$ cat config.mk
export PLATFORM = sky130hd
export DESIGN_NAME = sect_erase_queue
export DESIGN_NICKNAME = d
export VERILOG_FILES = /design/src/rtl/sect_erase_pkg.sv /design/src/rtl/sect_cmd_decode.sv /design/src/rtl/sect_window_timer.sv /design/src/rtl/sect_erase_engine.sv /design/src/rtl/sect_erase_queue.sv
export SDC_FILE = /design/constraint.sdc
export NUM_CORES = 1
export LEC_CHECK = 0
export BUFFER_PORTS_ARGS = -buffer_cell sky130_fd_sc_hd__buf_2
export CAP_MARGIN = 5
export CORE_UTILIZATION = 45
export DETAILED_ROUTE_END_ITERATION = 6
export PLACE_DENSITY_LB_ADDON = 0.2
export SLEW_MARGIN = 5
export SYNTH_ARGS = -nofsm -noshare
export SYNTH_HDL_FRONTEND = slang
export SYNTH_SLANG_ARGS = --single-unit
export TNS_END_PERCENT = 100
$ cat constraint.sdc
create_clock -name clk -period 3.8 [get_ports clk]
set_clock_uncertainty 0.15 [all_clocks]
set_input_delay 0.38 -clock clk [delete_from_list [all_inputs] [get_ports clk]]
set_output_delay 0.38 -clock clk [all_outputs]
set_load 0.03 [all_outputs]
$ cat src/rtl/sect_erase_pkg.sv
// Shared codes, addresses and state types for the sector erase queue.
package sect_erase_pkg;
    typedef enum logic [1:0] {OP_NONE = 2'd0, OP_ZERO = 2'd1, OP_PULSE = 2'd2} arr_op_e;
    typedef enum logic [1:0] {Q_READ, Q_WINDOW, Q_ERASE} queue_st_e;
    typedef enum logic [2:0] {E_IDLE, E_PRE, E_PULSE, E_CHK, E_FAIL} eng_st_e;

    localparam logic [7:0]  CODE_KEY_A  = 8'hAA;
    localparam logic [7:0]  CODE_KEY_B  = 8'h55;
    localparam logic [7:0]  CODE_SETUP  = 8'h80;
    localparam logic [7:0]  CODE_SECTOR = 8'h30;
    localparam logic [7:0]  CODE_RESET  = 8'hF0;
    localparam logic [11:0] ADDR_KEY_A  = 12'h555;
    localparam logic [11:0] ADDR_KEY_B  = 12'hAAA;
endpackage

$ cat src/rtl/sect_cmd_decode.sv
// Tracks the six-write sector-erase command while enabled.
// Assumes one write per wr_en cycle; the unlock addresses are compared on
// the low 12 bits only, and the final write may target any address.
module sect_cmd_decode #(
    parameter int ADDR_W = 16
) (
    input  logic              clk,
    input  logic              rst_n,
    input  logic              enable,
    input  logic              wr_en,
    input  logic [ADDR_W-1:0] wr_addr,
    input  logic [7:0]        wr_data,
    output logic              confirm
);
    import sect_erase_pkg::*;

    localparam logic [2:0] LAST_STEP = 3'd5;

    logic [2:0]  step;
    logic [11:0] want_addr;
    logic [7:0]  want_data;
    logic        match;

    // Expected address and data for the current position in the command.
    always_comb begin
        case (step)
            3'd0:    begin want_addr = ADDR_KEY_A; want_data = CODE_KEY_A;  end
            3'd1:    begin want_addr = ADDR_KEY_B; want_data = CODE_KEY_B;  end
            3'd2:    begin want_addr = ADDR_KEY_A; want_data = CODE_SETUP;  end
            3'd3:    begin want_addr = ADDR_KEY_A; want_data = CODE_KEY_A;  end
            3'd4:    begin want_addr = ADDR_KEY_B; want_data = CODE_KEY_B;  end
            default: begin want_addr = '0;         want_data = CODE_SECTOR; end
        endcase
        match   = (wr_data == want_data) && ((step == LAST_STEP) || (wr_addr[11:0] == want_addr));
        confirm = enable && wr_en && match && (step == LAST_STEP);
    end

    // Advance on a matching write, fall back to the start on anything else.
    always_ff @(posedge clk) begin
        if (!rst_n || !enable) begin
            step <= '0;
        end else if (wr_en) begin
            step <= (match && step != LAST_STEP) ? step + 3'd1 : 3'd0;
        end
    end
endmodule

$ cat src/rtl/sect_window_timer.sv
// Counts the acceptance window. A load restarts the count; expire is high
// in the last running cycle of the window unless a load arrives with it.
// Assumes WIN_CYCLES >= 1.
module sect_window_timer #(
    parameter int WIN_CYCLES = 5000
) (
    input  logic clk,
    input  logic rst_n,
    input  logic load,
    input  logic run,
    output logic expire
);
    localparam int CNT_W = $clog2(WIN_CYCLES + 1);
    localparam logic [CNT_W-1:0] LAST_CNT = CNT_W'(WIN_CYCLES - 1);

    logic [CNT_W-1:0] cnt;

    // Restart on load, count while the window is open.
    always_ff @(posedge clk) begin
        if (!rst_n || load) begin
            cnt <= '0;
        end else if (run) begin
            cnt <= cnt + 1'b1;
        end
    end

    assign expire = run && !load && (cnt == LAST_CNT);
endmodule

$ cat src/rtl/sect_erase_engine.sv
// Models the embedded erase: preconditioning, then erase pulses each
// followed by a one-cycle verify. Stops in a failed state after MAX_PULSES
// failed verifies until clear. Assumes start only arrives while idle.
module sect_erase_engine #(
    parameter int PRE_CYCLES   = 64,
    parameter int PULSE_CYCLES = 200,
    parameter int MAX_PULSES   = 8
) (
    input  logic       clk,
    input  logic       rst_n,
    input  logic       start,
    input  logic       clear,
    input  logic       cell_erased,
    output logic [1:0] op,
    output logic       done,
    output logic       failed
);
    import sect_erase_pkg::*;

    localparam int LONGEST = (PRE_CYCLES > PULSE_CYCLES) ? PRE_CYCLES : PULSE_CYCLES;
    localparam int TIM_W   = $clog2(LONGEST + 1);
    localparam int NP_W    = $clog2(MAX_PULSES + 1);
    localparam logic [TIM_W-1:0] PRE_LAST   = TIM_W'(PRE_CYCLES - 1);
    localparam logic [TIM_W-1:0] PULSE_LAST = TIM_W'(PULSE_CYCLES - 1);
    localparam logic [NP_W-1:0]  NP_LIMIT   = NP_W'(MAX_PULSES);

    eng_st_e          st;
    logic [TIM_W-1:0] tim;
    logic [NP_W-1:0]  npulse;

    // Phase sequencing: preconditioning, pulse, verify, retry or fail.
    always_ff @(posedge clk) begin
        if (!rst_n) begin
            st     <= E_IDLE;
            tim    <= '0;
            npulse <= '0;
        end else begin
            case (st)
                E_IDLE: if (start) begin
                    st     <= E_PRE;
                    tim    <= '0;
                    npulse <= '0;
                end
                E_PRE: if (tim == PRE_LAST) begin
                    st     <= E_PULSE;
                    tim    <= '0;
                    npulse <= npulse + 1'b1;
                end else begin
                    tim <= tim + 1'b1;
                end
                E_PULSE: if (tim == PULSE_LAST) begin
                    st <= E_CHK;
                end else begin
                    tim <= tim + 1'b1;
                end
                E_CHK: if (cell_erased) begin
                    st <= E_IDLE;
                end else if (npulse == NP_LIMIT) begin
                    st <= E_FAIL;
                end else begin
                    st     <= E_PULSE;
                    tim    <= '0;
                    npulse <= npulse + 1'b1;
                end
                E_FAIL: if (clear) st <= E_IDLE;
                default: st <= E_IDLE;
            endcase
        end
    end

    // Array request and completion flags from the phase.
    always_comb begin
        case (st)
            E_PRE:   op = OP_ZERO;
            E_PULSE: op = OP_PULSE;
            default: op = OP_NONE;
        endcase
        done   = (st == E_CHK) && cell_erased;
        failed = (st == E_FAIL);
    end
endmodule

$ cat src/rtl/sect_erase_queue.sv
// Sector erase queue top: accepts the sector-erase command, gathers more
// sectors inside a restartable window, then runs the erase engine and
// presents the poll status byte. Assumes ADDR_W >= 12 + SECT_W is not
// required; the sector index is the top SECT_W address bits.
module sect_erase_queue #(
    parameter int ADDR_W       = 16,
    parameter int SECT_W       = 3,
    parameter int WIN_CYCLES   = 5000,
    parameter int PRE_CYCLES   = 64,
    parameter int PULSE_CYCLES = 200,
    parameter int MAX_PULSES   = 8,
    localparam int NUM_SECT    = 1 << SECT_W
) (
    input  logic                clk,
    input  logic                rst_n,
    input  logic                wr_en,
    input  logic [ADDR_W-1:0]   wr_addr,
    input  logic [7:0]          wr_data,
    input  logic                rd_en,
    input  logic                cell_erased,
    output logic [NUM_SECT-1:0] sect_mask,
    output logic                erase_busy,
    output logic [7:0]          status,
    output logic [1:0]          array_op
);
    import sect_erase_pkg::*;

    queue_st_e           qst;
    logic                confirm, add, expire, done, failed, clear, toggle;
    logic [SECT_W-1:0]   sect_idx;
    logic [NUM_SECT-1:0] sect_hit;

    assign sect_idx = wr_addr[ADDR_W-1 -: SECT_W];

    // One-hot decode of the addressed sector.
    for (genvar i = 0; i < NUM_SECT; i++) begin : g_hit
        assign sect_hit[i] = (sect_idx == SECT_W'(i));
    end

    sect_cmd_decode #(.ADDR_W(ADDR_W)) i_decode (
        .clk     (clk),
        .rst_n   (rst_n),
        .enable  (qst == Q_READ),
        .wr_en   (wr_en),
        .wr_addr (wr_addr),
        .wr_data (wr_data),
        .confirm (confirm)
    );

    assign add   = (qst == Q_WINDOW) && wr_en && (wr_data == CODE_SECTOR);
    assign clear = failed && wr_en && (wr_data == CODE_RESET);

    sect_window_timer #(.WIN_CYCLES(WIN_CYCLES)) i_window (
        .clk    (clk),
        .rst_n  (rst_n),
        .load   (confirm || add),
        .run    (qst == Q_WINDOW),
        .expire (expire)
    );

    sect_erase_engine #(
        .PRE_CYCLES   (PRE_CYCLES),
        .PULSE_CYCLES (PULSE_CYCLES),
        .MAX_PULSES   (MAX_PULSES)
    ) i_engine (
        .clk         (clk),
        .rst_n       (rst_n),
        .start       (expire),
        .clear       (clear),
        .cell_erased (cell_erased),
        .op          (array_op),
        .done        (done),
        .failed      (failed)
    );

    // Queue state and sector bitmap.
    always_ff @(posedge clk) begin
        if (!rst_n) begin
            qst       <= Q_READ;
            sect_mask <= '0;
        end else begin
            case (qst)
                Q_READ: if (confirm) begin
                    qst       <= Q_WINDOW;
                    sect_mask <= sect_hit;
                end
                Q_WINDOW: begin
                    if (add)    sect_mask <= sect_mask | sect_hit;
                    if (expire) qst <= Q_ERASE;
                end
                Q_ERASE: if (done || clear) begin
                    qst       <= Q_READ;
                    sect_mask <= '0;
                end
                default: qst <= Q_READ;
            endcase
        end
    end

    // Toggle bit flips on each status read while busy.
    always_ff @(posedge clk) begin
        if (!rst_n) begin
            toggle <= 1'b0;
        end else if (rd_en && erase_busy) begin
            toggle <= ~toggle;
        end
    end

    assign erase_busy = (qst != Q_READ);

    // Poll byte: done, toggle, error, window expired.
    assign status = {~erase_busy, toggle, failed, 1'b0, (qst == Q_ERASE), 3'b000};
endmodule

==> results.tsv, run 1 <==
stage	metric	value	unit
outcome	status	complete, no violations	
pwr	worst ir drop on vdd	0.2130	mV
pwr	share of total power in combinational logic	5.9	%
synth	sequential cell area fraction in the yosys report	32.15	%
clock_network	CTS tree	done	
pwr	ratio of total power to cell area	287.0	mW/mm^2
run	number of maximum-capacitance violations	0	
drt	Detail Route Antenna Nets	0	
floorplan	Die X	78.23	um
drt	detailed-route wire length	5718	um
pwr	leak pwr	1.132	nW
final_layout	footprint of the flip-flops and latches	840.8	um^2
final_layout	Filler Cells Inserted	544	
clock_network	Reg clk slew, reported paths	0.08	ns
synth	cell type with the highest aggregate area in the netlist	dfxtp_1	
sta	total negative slack for setup checks	0	ns
sta	share of the cycle needed by the critical path after routing	82.06	%
synth	leading post-synthesis cells by cell area	dfxtp_1, ha_1, nor2_1	
final_layout	final standard cell count with taps included and fillers excluded	424	
critical_path	origin of the critical flop-to-flop path	i_decode.step[0]	
critical_path	launching element type of the critical path	flop	
critical_path	worst setup path category	flop to flop	
drt	average routed wire per standard cell	13.49	um
critical_path	critical path, cell by cell	inv_1 > ha_1 > mux2_4 > or4b_4 > a31oi_4 > o2111ai_2 > a21boi_2 > or4_1 > a21oi_1	
synth	Synth warnings	0	
grt	GRT Residual Overflow	0	
clock_network	number of buffers inserted by hold repair at cts	0	
critical_path	biggest cell delay along the critical path	0.58	ns
synth	number of library cell types mapped by synthesis	57	
floorplan	ports placed on the boundary	48	
synth	post-synth top area share	32.15	%
final_layout	area of the multi-input gates	0.001640	mm^2
clock_network	total CTS buffers	5	
clock_network	H-tree lvl count	2	
synth	flip-flop cell with the highest count after synthesis	dfxtp_1	
floorplan	row count	27	
pwr	internal portion of total power	0.6532	mW
pwr	part of the power in the clock network	42.1	%
clock_network	post-CTS setup buffer count	0	
hold_path	instance count along the most critical hold path	3	
critical_path	arrival time at the worst endpoint	3.14	ns
critical_path	worst reg-to-reg path cell count	9	
synth	synthesized area	0.002615	mm^2
synth	area fraction in compound gates after synthesis	20.14	%
synth	combinational family with the most area after synthesis	simple AND/OR/NAND/NOR gates	
critical_path	path length in cells of the critical path	9	
drt	number of violations reported at the end of detailed-routing iteration 0	119	
critical_path	Critical Path RT	3.82	ns
sta	highest clock rate	0.3207	GHz
sta	final count of hold timing violations	0	
clock_network	CTS max path bufs	2	
sta	Hold Worst Slack	0.2383	ns
critical_path	Critical R2R Capture	i_engine.tim[2]	
placed_design	Detailed Place HPWL	4190	um
grt	via count of the first global-routing pass	2212	
synth	FFs w/ async S/R, synth	0	%
critical_path	critical path endpoint category	flop	
sta	setup repair after global routing missed its margin	false	
floorplan	Floorplan Core Area	0.005540	mm^2
final_layout	fraction of final layout cells sized beyond drive strength 1	18.18	%
clock_network	Worst-Skew Late Latency	0.30	ns
hold_path	start point of the worst min-delay path	cell_erased	
final_layout	nets	393	
floorplan	Initial Util	47.20	%
final_layout	Area growth, synth to finish	12.58	%
pwr	total net switching power	0.1919	mW
floorplan	DIE AREA	0.006120	mm^2
synth	Synth Area in Adders	6.220	%
critical_path	Critical Path Slowest Stage Cell	a21boi_2	
synth	area share of xor/xnor cells in the synthesized design	4.354	%
drt	Remaining DRCs	0	
synth	number of cells produced by synthesis	315	
drt	vias after detailed routing	2416	
drt	vias per std cell	5.698	
sta	count of endpoints failing setup in the final report	0	
clock_network	number of cells upsized or downsized after cts	0	
grt	antenna violations before repair	0	
hold_path	worst hold endpoint	i_engine.st[2]	
critical_path	crit-path leading delay family	compound AO/OA/AOI/OAI gates	
drt	number of search-and-repair iterations in the first detailed-routing pass	5	
synth	flip-flop and latch count after synthesis	42	
synth	post-synthesis share of cell area spent on and, or, nand and nor gates	29.09	%
pwr	sequential share of power	52.0	%
grt	total routing usage reported by global routing	19.75	%
placed_design	count of port buffers added during placement	42	
placed_design	last weighted congestion value of the routability-driven placer	0.7477	
synth	number of enable-type register cells in the synthesized netlist	0	
sta	worst rel slew slack	55.24	%
critical_path	worst reg-to-reg setup slack	0.68	ns
floorplan	floorplan die height	78.23	um
placed_design	Cell Count Post-Placement	416	
synth	per-instance average area after synthesis	8.302	um^2
sta	count of final max-slew check failures	0	
sta	slew at the pin closest to its max-slew limit	0.6714	ns
hold_path	kind of path behind the tightest hold check	primary input to flop	
grt	largest net degree at the start of global routing	18	
final_layout	antenna diode count	0	
synth	fraction of synthesized area in multiplexers	2.344	%
clock_network	Clock Root Buffer	clkbuf_8	
critical_path	worst-path fanout max	16	
clock_network	number of sinks on the clock net	42	
critical_path	Worst Path Buf+Inv	1	
grt	wire length of the first global-routing pass	9860	um
sta	Period minus WS final	3.118	ns
pwr	switching power as a share of total power	22.71	%
[logic make-up (layout without fill, tap and decap cells)]
logic type               count (synthesis)  in the layout
AND/OR/NAND/NOR                        141            141
AO/OA/AOI/OAI                           70             70
flip-flops                              42             42
buffers and inverters                   30             64
adder cells (fa/ha/maj)                 13             13
XOR/XNOR                                13             13
multiplexers                             5              5
other                                    1              4
[routing by layer]
layer | global-route usage (%) | part of all wire, % | up-vias
li1 | - | - | 1218
met1 | 26.77 | 51 | 1152
met2 | 31.93 | 45 | 43
met3 | 4.535 | 3.8 | 3
met4 | 4.074 | 0.47 | 0
met5 | 0 | 0 | -
[synth_stat cells (2+ instances only)]
library cell / number
nor4_1: 5
nor3b_1: 4
o2111ai_1: 2
and3_1: 8
o21ba_2: 2
nor2b_1: 9
a41oi_1: 8
nor2_1: 33
clkbuf_1: 6
buf_2: 2
nand3_1: 10
xnor2_1: 3
a21oi_1: 16
o22ai_1: 2
o31a_1: 2
nor3_1: 6
nand2_1: 28
o21ai_0: 8
nand2b_1: 3
nor4b_1: 3
mux2_4: 2
a21boi_2: 2
ha_1: 13
o31ai_1: 6
dfxtp_1: 42
a211oi_1: 10
or4_1: 8
nand4_1: 9
buf_4: 8
or3_1: 4
and2_1: 3
inv_1: 13
xor2_1: 10
mux2i_1: 2
[how the worst max path moves through the flow]
stage / start / end / slack [ns]
2_1_floorplan: i_decode.step[0] / i_decode.step[0] / 1.08
3_3_place_gp: i_decode.step[0] / sect_mask[0] / 0.72
3_5_place_dp: i_decode.step[0] / i_engine.tim[1] / 0.71
4_1_cts: i_decode.step[0] / i_engine.tim[1] / 0.69
5_1_grt: i_decode.step[0] / i_engine.tim[4] / 0.42
6_report: i_decode.step[0] / i_engine.tim[2] / 0.68
[sequential cells by signal, indices dropped and copies added (netlist names)]
signal / flops
i_decode.step: 3
i_engine.npulse: 4
i_engine.st: 3
i_engine.tim: 8
i_window.cnt: 13
qst: 2
sect_mask: 8
toggle: 1
[worst reg2reg max path: cells and delay by family (launching register included)]
kind	cells	cell delay, ns
adders and majority gates	1	0.25
AOI/OAI and AO/OA	4	1.07
muxes	1	0.30
and+or+nand+nor	2	0.70
DFF	1	0.41
buffers and inverters	1	0.11
[final cells by class]
cell class,count,area share (%)
multi-input combinational,246,55.72
clock buffer,6,2.465
inverter,14,1.785
timing repair buffer,42,7.140
tap,72,3.060
sequential,42,28.56
clock inverter,2,1.275
[power groups by stage]
stage / clock network (mW) / registers, mW / logic [mW]
2_1_floorplan: 0 / 0.450 / 0.0278
3_3_place_gp: 0 / 0.450 / 0.0487
3_5_place_dp: 0 / 0.450 / 0.0495
4_1_cts: 0.364 / 0.440 / 0.0497
5_1_grt: 0.384 / 0.440 / 0.0545
6_report: 0.356 / 0.440 / 0.0499
[metrics by stage]
step	worst slack (ns)	instance area, um^2	power [mW]	utilization [%]
final	0.6817	2944	0.8450	53.14
after global routing	0.4240	2944	0.8785	53.14
after CTS	0.6938	2944	0.8536	53.14
after detailed placement	0.7140	2834	0.4996	51.15
after global placement	0.7183	2834	0.4987	51.15
after floorplan	1.085	2626	0.4779	-
[cells in the final DEF (no fill, tap or decap), drive strengths merged, types with 6 or more instances in the layout]
cell and instances:
nand3 10, a211oi 10, or4 8, ha 13, nand2 28, nor3 7, dfxtp 42, clkbuf 6
a41oi 8, nor2 33, buf 42, and3 8, nand4 9, o21ai 9, nor2b 9, a21oi 17
xor2 10, o31ai 6, inv 13
(Power assumes the default switching activity.)
==> run 2, diff against run 1 <==
--- a/config.mk
+++ b/config.mk
@@ -5,6 +5,7 @@
 export SDC_FILE = /design/constraint.sdc
 export NUM_CORES = 1
 export LEC_CHECK = 0
+export ABC_AREA = 1
 export BUFFER_PORTS_ARGS = -buffer_cell sky130_fd_sc_hd__buf_2
 export CAP_MARGIN = 5
 export CORE_UTILIZATION = 45
==> constraint.sdc (replaced) <==
create_clock -name clk -period 3.2 [get_ports clk]
set_clock_uncertainty 0.15 [all_clocks]
set_input_delay 0.32 -clock clk [delete_from_list [all_inputs] [get_ports clk]]
set_output_delay 0.32 -clock clk [all_outputs]
set_load 0.03 [all_outputs]
==> results.tsv, run 2 <==
stage	metric	value	unit
drt	average routed wire per standard cell	10.72	um
drt	vias after detailed routing	2732	
run	number of maximum-capacitance violations	0	
grt	met2 Resource Use GR	30.50	%
synth	post-synthesis share of cell area spent on and, or, nand and nor gates	38.99	%
drt	Remaining DRCs	0	
drt	number of violations reported at the end of detailed-routing iteration 0	91	
sta	count of final max-slew check failures	0	
pwr	part of the power in the clock network	17.3	%
final_layout	post-route cell area	0.003201	mm^2
sta	highest clock rate	0.4027	GHz
final_layout	fraction of final layout cells sized beyond drive strength 1	15.89	%
synth	cell type with the highest aggregate area in the netlist	dfxtp_1	
clock_network	total CTS buffers	5	
synth	sequential cell area fraction in the yosys report	29.31	%
drt	vias per std cell	4.995	
synth	most frequent cell after synthesis	nand2_1	
pwr	leak pwr	1.476	nW
floorplan	Die X	81.85	um
clock_network	number of cells upsized or downsized after cts	0	
hold_path	kind of path behind the tightest hold check	primary input to flop	
grt	layer with the highest usage after global routing	met2	
clock_network	Clock Root Buffer	clkbuf_8	
placed_design	Cell Count Post-Placement	539	
pwr	switching power as a share of total power	47.55	%
floorplan	Initial Util	47.61	%
synth	per-instance average area after synthesis	6.626	um^2
critical_path	Critical Path RT	3.28	ns
clock_network	CTS max path bufs	2	
pwr	ratio of total power to cell area	761.9	mW/mm^2
placed_design	Detailed Place HPWL	4518	um
final_layout	biggest regs	i_window.cnt (13), i_engine.tim (8), sect_mask (8)	
sta	worst rel slew slack	54.95	%
grt	met3 usage in global routing	3.111	%
synth	fraction of synthesized area in multiplexers	0	%
sta	share of the cycle needed by the critical path after routing	77.61	%
drt	detailed-route wire length	5865	um
pwr	sequential share of power	30.4	%
clock_network	Worst-Skew Late Latency	0.29	ns
sta	setup repair after global routing missed its margin	false	
final_layout	commonest cells after routing, fill and taps aside	nand2_1, inv_1, nor2_1, dfxtp_1, buf_2	
placed_design	area post-placement	0.003088	mm^2
floorplan	floorplan die height	81.85	um
synth	post-synth top area share	29.31	%
grt	GR Util met1	23.37	%
grt	largest net degree at the start of global routing	21	
pwr	internal portion of total power	1.279	mW
floorplan	ports placed on the boundary	48	
clock_network	H-tree lvl count	2	
synth	area share of xor/xnor cells in the synthesized design	3.663	%
critical_path	worst-path fanout max	12	
floorplan	row count	28	
synth	combinational family with the most area after synthesis	simple AND/OR/NAND/NOR gates	
grt	wire length of the first global-routing pass	9591	um
critical_path	critical path endpoint category	flop	
critical_path	worst setup path category	flop to flop	
sta	total negative slack for setup checks	0	ns
grt	total routing usage reported by global routing	18.14	%
clock_network	number of sinks on the clock net	42	
pwr	total net switching power	1.159	mW
grt	GRT Residual Overflow	0	
synth	number of enable-type register cells in the synthesized netlist	0	
clock_network	post-CTS setup buffer count	0	
final_layout	final standard cell count with taps included and fillers excluded	547	
grt	antenna violations before repair	0	
synth	FFs w/ async S/R, synth	0	%
synth	flip-flop cell with the highest count after synthesis	dfxtp_1	
synth	synthesized area	0.002869	mm^2
synth	Synth warnings	0	
placed_design	count of port buffers added during placement	42	
synth	number of library cell types mapped by synthesis	40	
sta	Hold Worst Slack	0.1949	ns
clock_network	number of buffers inserted by hold repair at cts	0	
final_layout	flip-flop count of the largest register after layout	13	
drt	number of search-and-repair iterations in the first detailed-routing pass	4	
critical_path	arrival time at the worst endpoint	2.56	ns
sta	final count of hold timing violations	0	
outcome	status	complete, no violations	
final_layout	Area growth, synth to finish	11.56	%
synth	flip-flop and latch count after synthesis	42	
sta	Period minus WS final	2.483	ns
final_layout	antenna diode count	0	
pwr	worst ir drop on vdd	0.3652	mV
sta	count of endpoints failing setup in the final report	0	
synth	number of cells produced by synthesis	433	
synth	area fraction in compound gates after synthesis	10.82	%
synth	leading post-synthesis cells by cell area	dfxtp_1, nand2_1, inv_1	
placed_design	last weighted congestion value of the routability-driven placer	0.8640	
floorplan	Floorplan Core Area	0.006026	mm^2
final_layout	Final Util	53.11	%
sta	slew at the pin closest to its max-slew limit	0.6750	ns
final_layout	largest register by flop count	i_window.cnt	
clock_network	Reg clk slew, reported paths	0.08	ns
floorplan	DIE AREA	0.006699	mm^2
drt	Detail Route Antenna Nets	0	
critical_path	launching element type of the critical path	flop	
pwr	share of total power in combinational logic	52.4	%
clock_network	CTS tree	done	
synth	Synth top cells by count	nand2_1, inv_1, nor2_1	
final_layout	commonest non-fill, non-tap cell in the layout	nand2_1	
final_layout	nets	513	
grt	via count of the first global-routing pass	2234	
synth	Synth Area in Adders	5.669	%
## run 2: final timing paths
check / endpoint / startpoint / cells past startpoint / slack [ns]
max: sect_mask[6] / i_decode.step[0] / 15 / 0.72
min: i_engine.npulse[0] / rst_n / 3 / 0.19
max reg2reg: sect_mask[6] / i_decode.step[0] / 15 / 0.72
min reg2reg: i_engine.tim[5] / i_engine.tim[5] / 2 / 0.31
## run 2: power by group through the flow
stage	combinational [mW]	clock (mW)	sequential [mW]
global route	1.44	0.457	0.760
global placement	1.26	0	0.747
detailed placement	1.28	0	0.752
floorplan	0.975	0	0.826
finish	1.28	0.421	0.740
CTS	1.29	0.438	0.741
## run 2: logic make-up after synthesis
family,after synthesis
xor gates and xnor gates,12
buffers and inverters,75
other,1
adders and majority gates,13
and+or+nand+nor,244
DFF,42
AOI/OAI and AO/OA,46
## run 2: through the flow
| stage | total power [mW] | setup WS (ns) |
|---|---|---|
| finish | 2.438 | 0.7166 |
| global route | 2.660 | 0.4042 |
| CTS | 2.465 | 0.6995 |
| detailed placement | 2.034 | 0.7218 |
| global placement | 2.010 | 0.7565 |
| floorplan | 1.801 | 1.093 |
## run 2: cell type report
| class | instances | area, um^2 |
|---|---|---|
| clock buffer | 5 | 68.82 |
| clock inverter | 3 | 43.79 |
| fill | 607 | 2825 |
| inverter | 61 | 231.5 |
| multi-input combinational | 319 | 1712 |
| sequential | 42 | 840.8 |
| tap | 75 | 93.84 |
| timing repair buffer | 42 | 210.2 |
## run 2: critical path, cell delays in order (launching register included)
cell	delay, ns
dfxtp_1	0.40
inv_1	0.12
ha_1	0.27
inv_1	0.07
nand2_1	0.04
nand2_1	0.14
nand2_1	0.07
nand2_1	0.06
nand3_2	0.07
nor2_2	0.14
nand4_4	0.12
a21oi_4	0.34
nand2_2	0.19
nand2_1	0.10
nand2_1	0.05
nor2_1	0.08
## run 2: layer usage
metal | share of wire (%) | vias to the layer above | routed length, um
met5 | 0 | - | 0
met4 | 1.1 | 0 | 65
met3 | 4.7 | 6 | 277
met2 | 46 | 54 | 2682
met1 | 48 | 1205 | 2840
li1 | - | 1467 | -
==> run 3, diff against run 2 <==
==> constraint.sdc (replaced) <==
create_clock -name clk -period 2.3 [get_ports clk]
set_clock_uncertainty 0.15 [all_clocks]
set_input_delay 0.23 -clock clk [delete_from_list [all_inputs] [get_ports clk]]
set_output_delay 0.23 -clock clk [all_outputs]
set_load 0.03 [all_outputs]
==> results.tsv, run 3 (synthesis gave the netlist of run 2 again) <==
stage	metric	value	unit
outcome	status	complete, no violations	
grt	GRT Residual Overflow	0	
final_layout	Area growth, synth to finish	28.00	%
drt	average routed wire per standard cell	11.60	um
final_layout	largest register by flop count	i_window.cnt	
sta	total negative slack for setup checks	0	ns
sta	worst rel slew slack	47.49	%
sta	Period minus WS final	2.282	ns
drt	vias after detailed routing	2877	
placed_design	last weighted congestion value of the routability-driven placer	0.8617	
clock_network	number of sinks on the clock net	42	
placed_design	count of port buffers added during placement	42	
floorplan	DIE AREA	0.006699	mm^2
pwr	part of the power in the clock network	17.6	%
final_layout	flip-flop count of the largest register after layout	13	
final_layout	commonest cells after routing, fill and taps aside	nand2_1, nor2_1, inv_1, buf_2, dfxtp_1	
sta	Hold Worst Slack	0.09347	ns
drt	number of search-and-repair iterations in the first detailed-routing pass	4	
grt	wire length of the first global-routing pass	10560	um
clock_network	Clock Root Buffer	clkbuf_8	
sta	slew at the pin closest to its max-slew limit	0.7816	ns
sta	final count of hold timing violations	0	
floorplan	Initial Util	47.61	%
floorplan	Die X	81.85	um
floorplan	row count	28	
floorplan	ports placed on the boundary	48	
pwr	sequential share of power	26.0	%
clock_network	Worst-Skew Late Latency	0.30	ns
final_layout	biggest regs	i_window.cnt (13), i_engine.tim (8), sect_mask (8)	
sta	share of the cycle needed by the critical path after routing	99.20	%
drt	detailed-route wire length	6636	um
clock_network	H-tree lvl count	2	
grt	antenna violations before repair	0	
clock_network	CTS max path bufs	2	
placed_design	area post-placement	0.003221	mm^2
clock_network	Reg clk slew, reported paths	0.09	ns
run	number of maximum-capacitance violations	0	
final_layout	nets	538	
final_layout	fraction of final layout cells sized beyond drive strength 1	27.36	%
floorplan	floorplan die height	81.85	um
final_layout	Final Util	60.94	%
drt	number of violations reported at the end of detailed-routing iteration 0	111	
clock_network	total CTS buffers	5	
drt	Detail Route Antenna Nets	0	
pwr	switching power as a share of total power	45.42	%
clock_network	CTS tree	done	
grt	largest net degree at the start of global routing	21	
drt	Remaining DRCs	0	
critical_path	Critical Path RT	2.32	ns
drt	vias per std cell	5.030	
pwr	leak pwr	1.646	nW
final_layout	commonest non-fill, non-tap cell in the layout	nand2_1	
pwr	ratio of total power to cell area	1096	mW/mm^2
sta	count of endpoints failing setup in the final report	0	
sta	setup repair after global routing missed its margin	true	
final_layout	post-route cell area	0.003672	mm^2
critical_path	launching element type of the critical path	flop	
sta	highest clock rate	0.4383	GHz
pwr	total net switching power	1.828	mW
sta	count of final max-slew check failures	0	
hold_path	kind of path behind the tightest hold check	primary input to flop	
pwr	overall power consumption	4.024	mW
final_layout	antenna diode count	0	
critical_path	critical path endpoint category	flop	
floorplan	Floorplan Core Area	0.006026	mm^2
critical_path	worst-path fanout max	6	
placed_design	Detailed Place HPWL	4672	um
pwr	share of total power in combinational logic	56.5	%
grt	via count of the first global-routing pass	2615	
pwr	internal portion of total power	2.196	mW
critical_path	arrival time at the worst endpoint	2.30	ns
critical_path	worst setup path category	flop to flop	
pwr	worst ir drop on vdd	0.6246	mV
grt	total routing usage reported by global routing	19.92	%
## run 3: through the flow
stage | std cells | setup WS (ns)
2_1_floorplan | 436 | 0.1928
3_3_place_gp | 555 | -0.007870
3_5_place_dp | 555 | -0.05293
4_1_cts | 564 | 0.0003595
5_1_grt | 572 | -0.09407
6_report | 572 | 0.01847
## run 3: power by group through the flow
stage | clock (mW) | combinational (mW) | sequential [mW]
final | 0.707 | 2.27 | 1.04
after global routing | 0.749 | 2.52 | 1.07
after CTS | 0.718 | 2.03 | 1.03
after detailed placement | 0 | 1.98 | 1.04
after global placement | 0 | 1.94 | 1.04
after floorplan | 0 | 1.36 | 1.15
## run 3: critical path, cell delays in order (launching register included)
cell,delay (ns)
dfxtp_4,0.39
ha_4,0.17
ha_4,0.16
inv_4,0.07
nand2_4,0.07
inv_2,0.07
nand2_1,0.05
nand2_1,0.07
nand2_2,0.08
nor2_4,0.13
nand4_4,0.14
a21oi_4,0.28
buf_6,0.17
nand3_1,0.06
nand2_1,0.07
nor2_1,0.04
## run 3: layout make-up
type,count,area [um^2]
inverters,61,241.5
clock inverters,3,68.82
fillers,569,2354
repair buffers,65,406.6
flip-flops and latches,42,854.6
multi-input cells,321,1938
well taps,75,93.84
clock buffers,5,68.82
## run 3: routing by layer
metal	up-vias	share of wire (%)	track usage, %
li1	1520	-	-
met1	1294	48	23.94
met2	55	48	35.62
met3	8	3.5	3.556
met4	0	1.1	6.140
met5	-	0	0
## run 3: path summary, 6_finish.rpt
path	slack (ns)	cells after the start	from	to
min reg2reg	0.31	2	i_engine.tim[5]	i_engine.tim[5]
min	0.09	4	cell_erased	i_engine.st[2]
max reg2reg	0.02	15	i_decode.step[0]	sect_mask[3]
max	0.02	15	i_decode.step[0]	sect_mask[3]
## run 3: repair_timing
| action | in CTS | in global routing |
|---|---|---|
| gates cloned | 0 | 2 |
| pin swaps | 10 | 28 |
| buffers inserted | 1 | 6 |
| endpoints found under the setup margin | 20 | 29 |
| gates resized for setup | 12 | 52 |
| hold buffers | 0 | 0 |
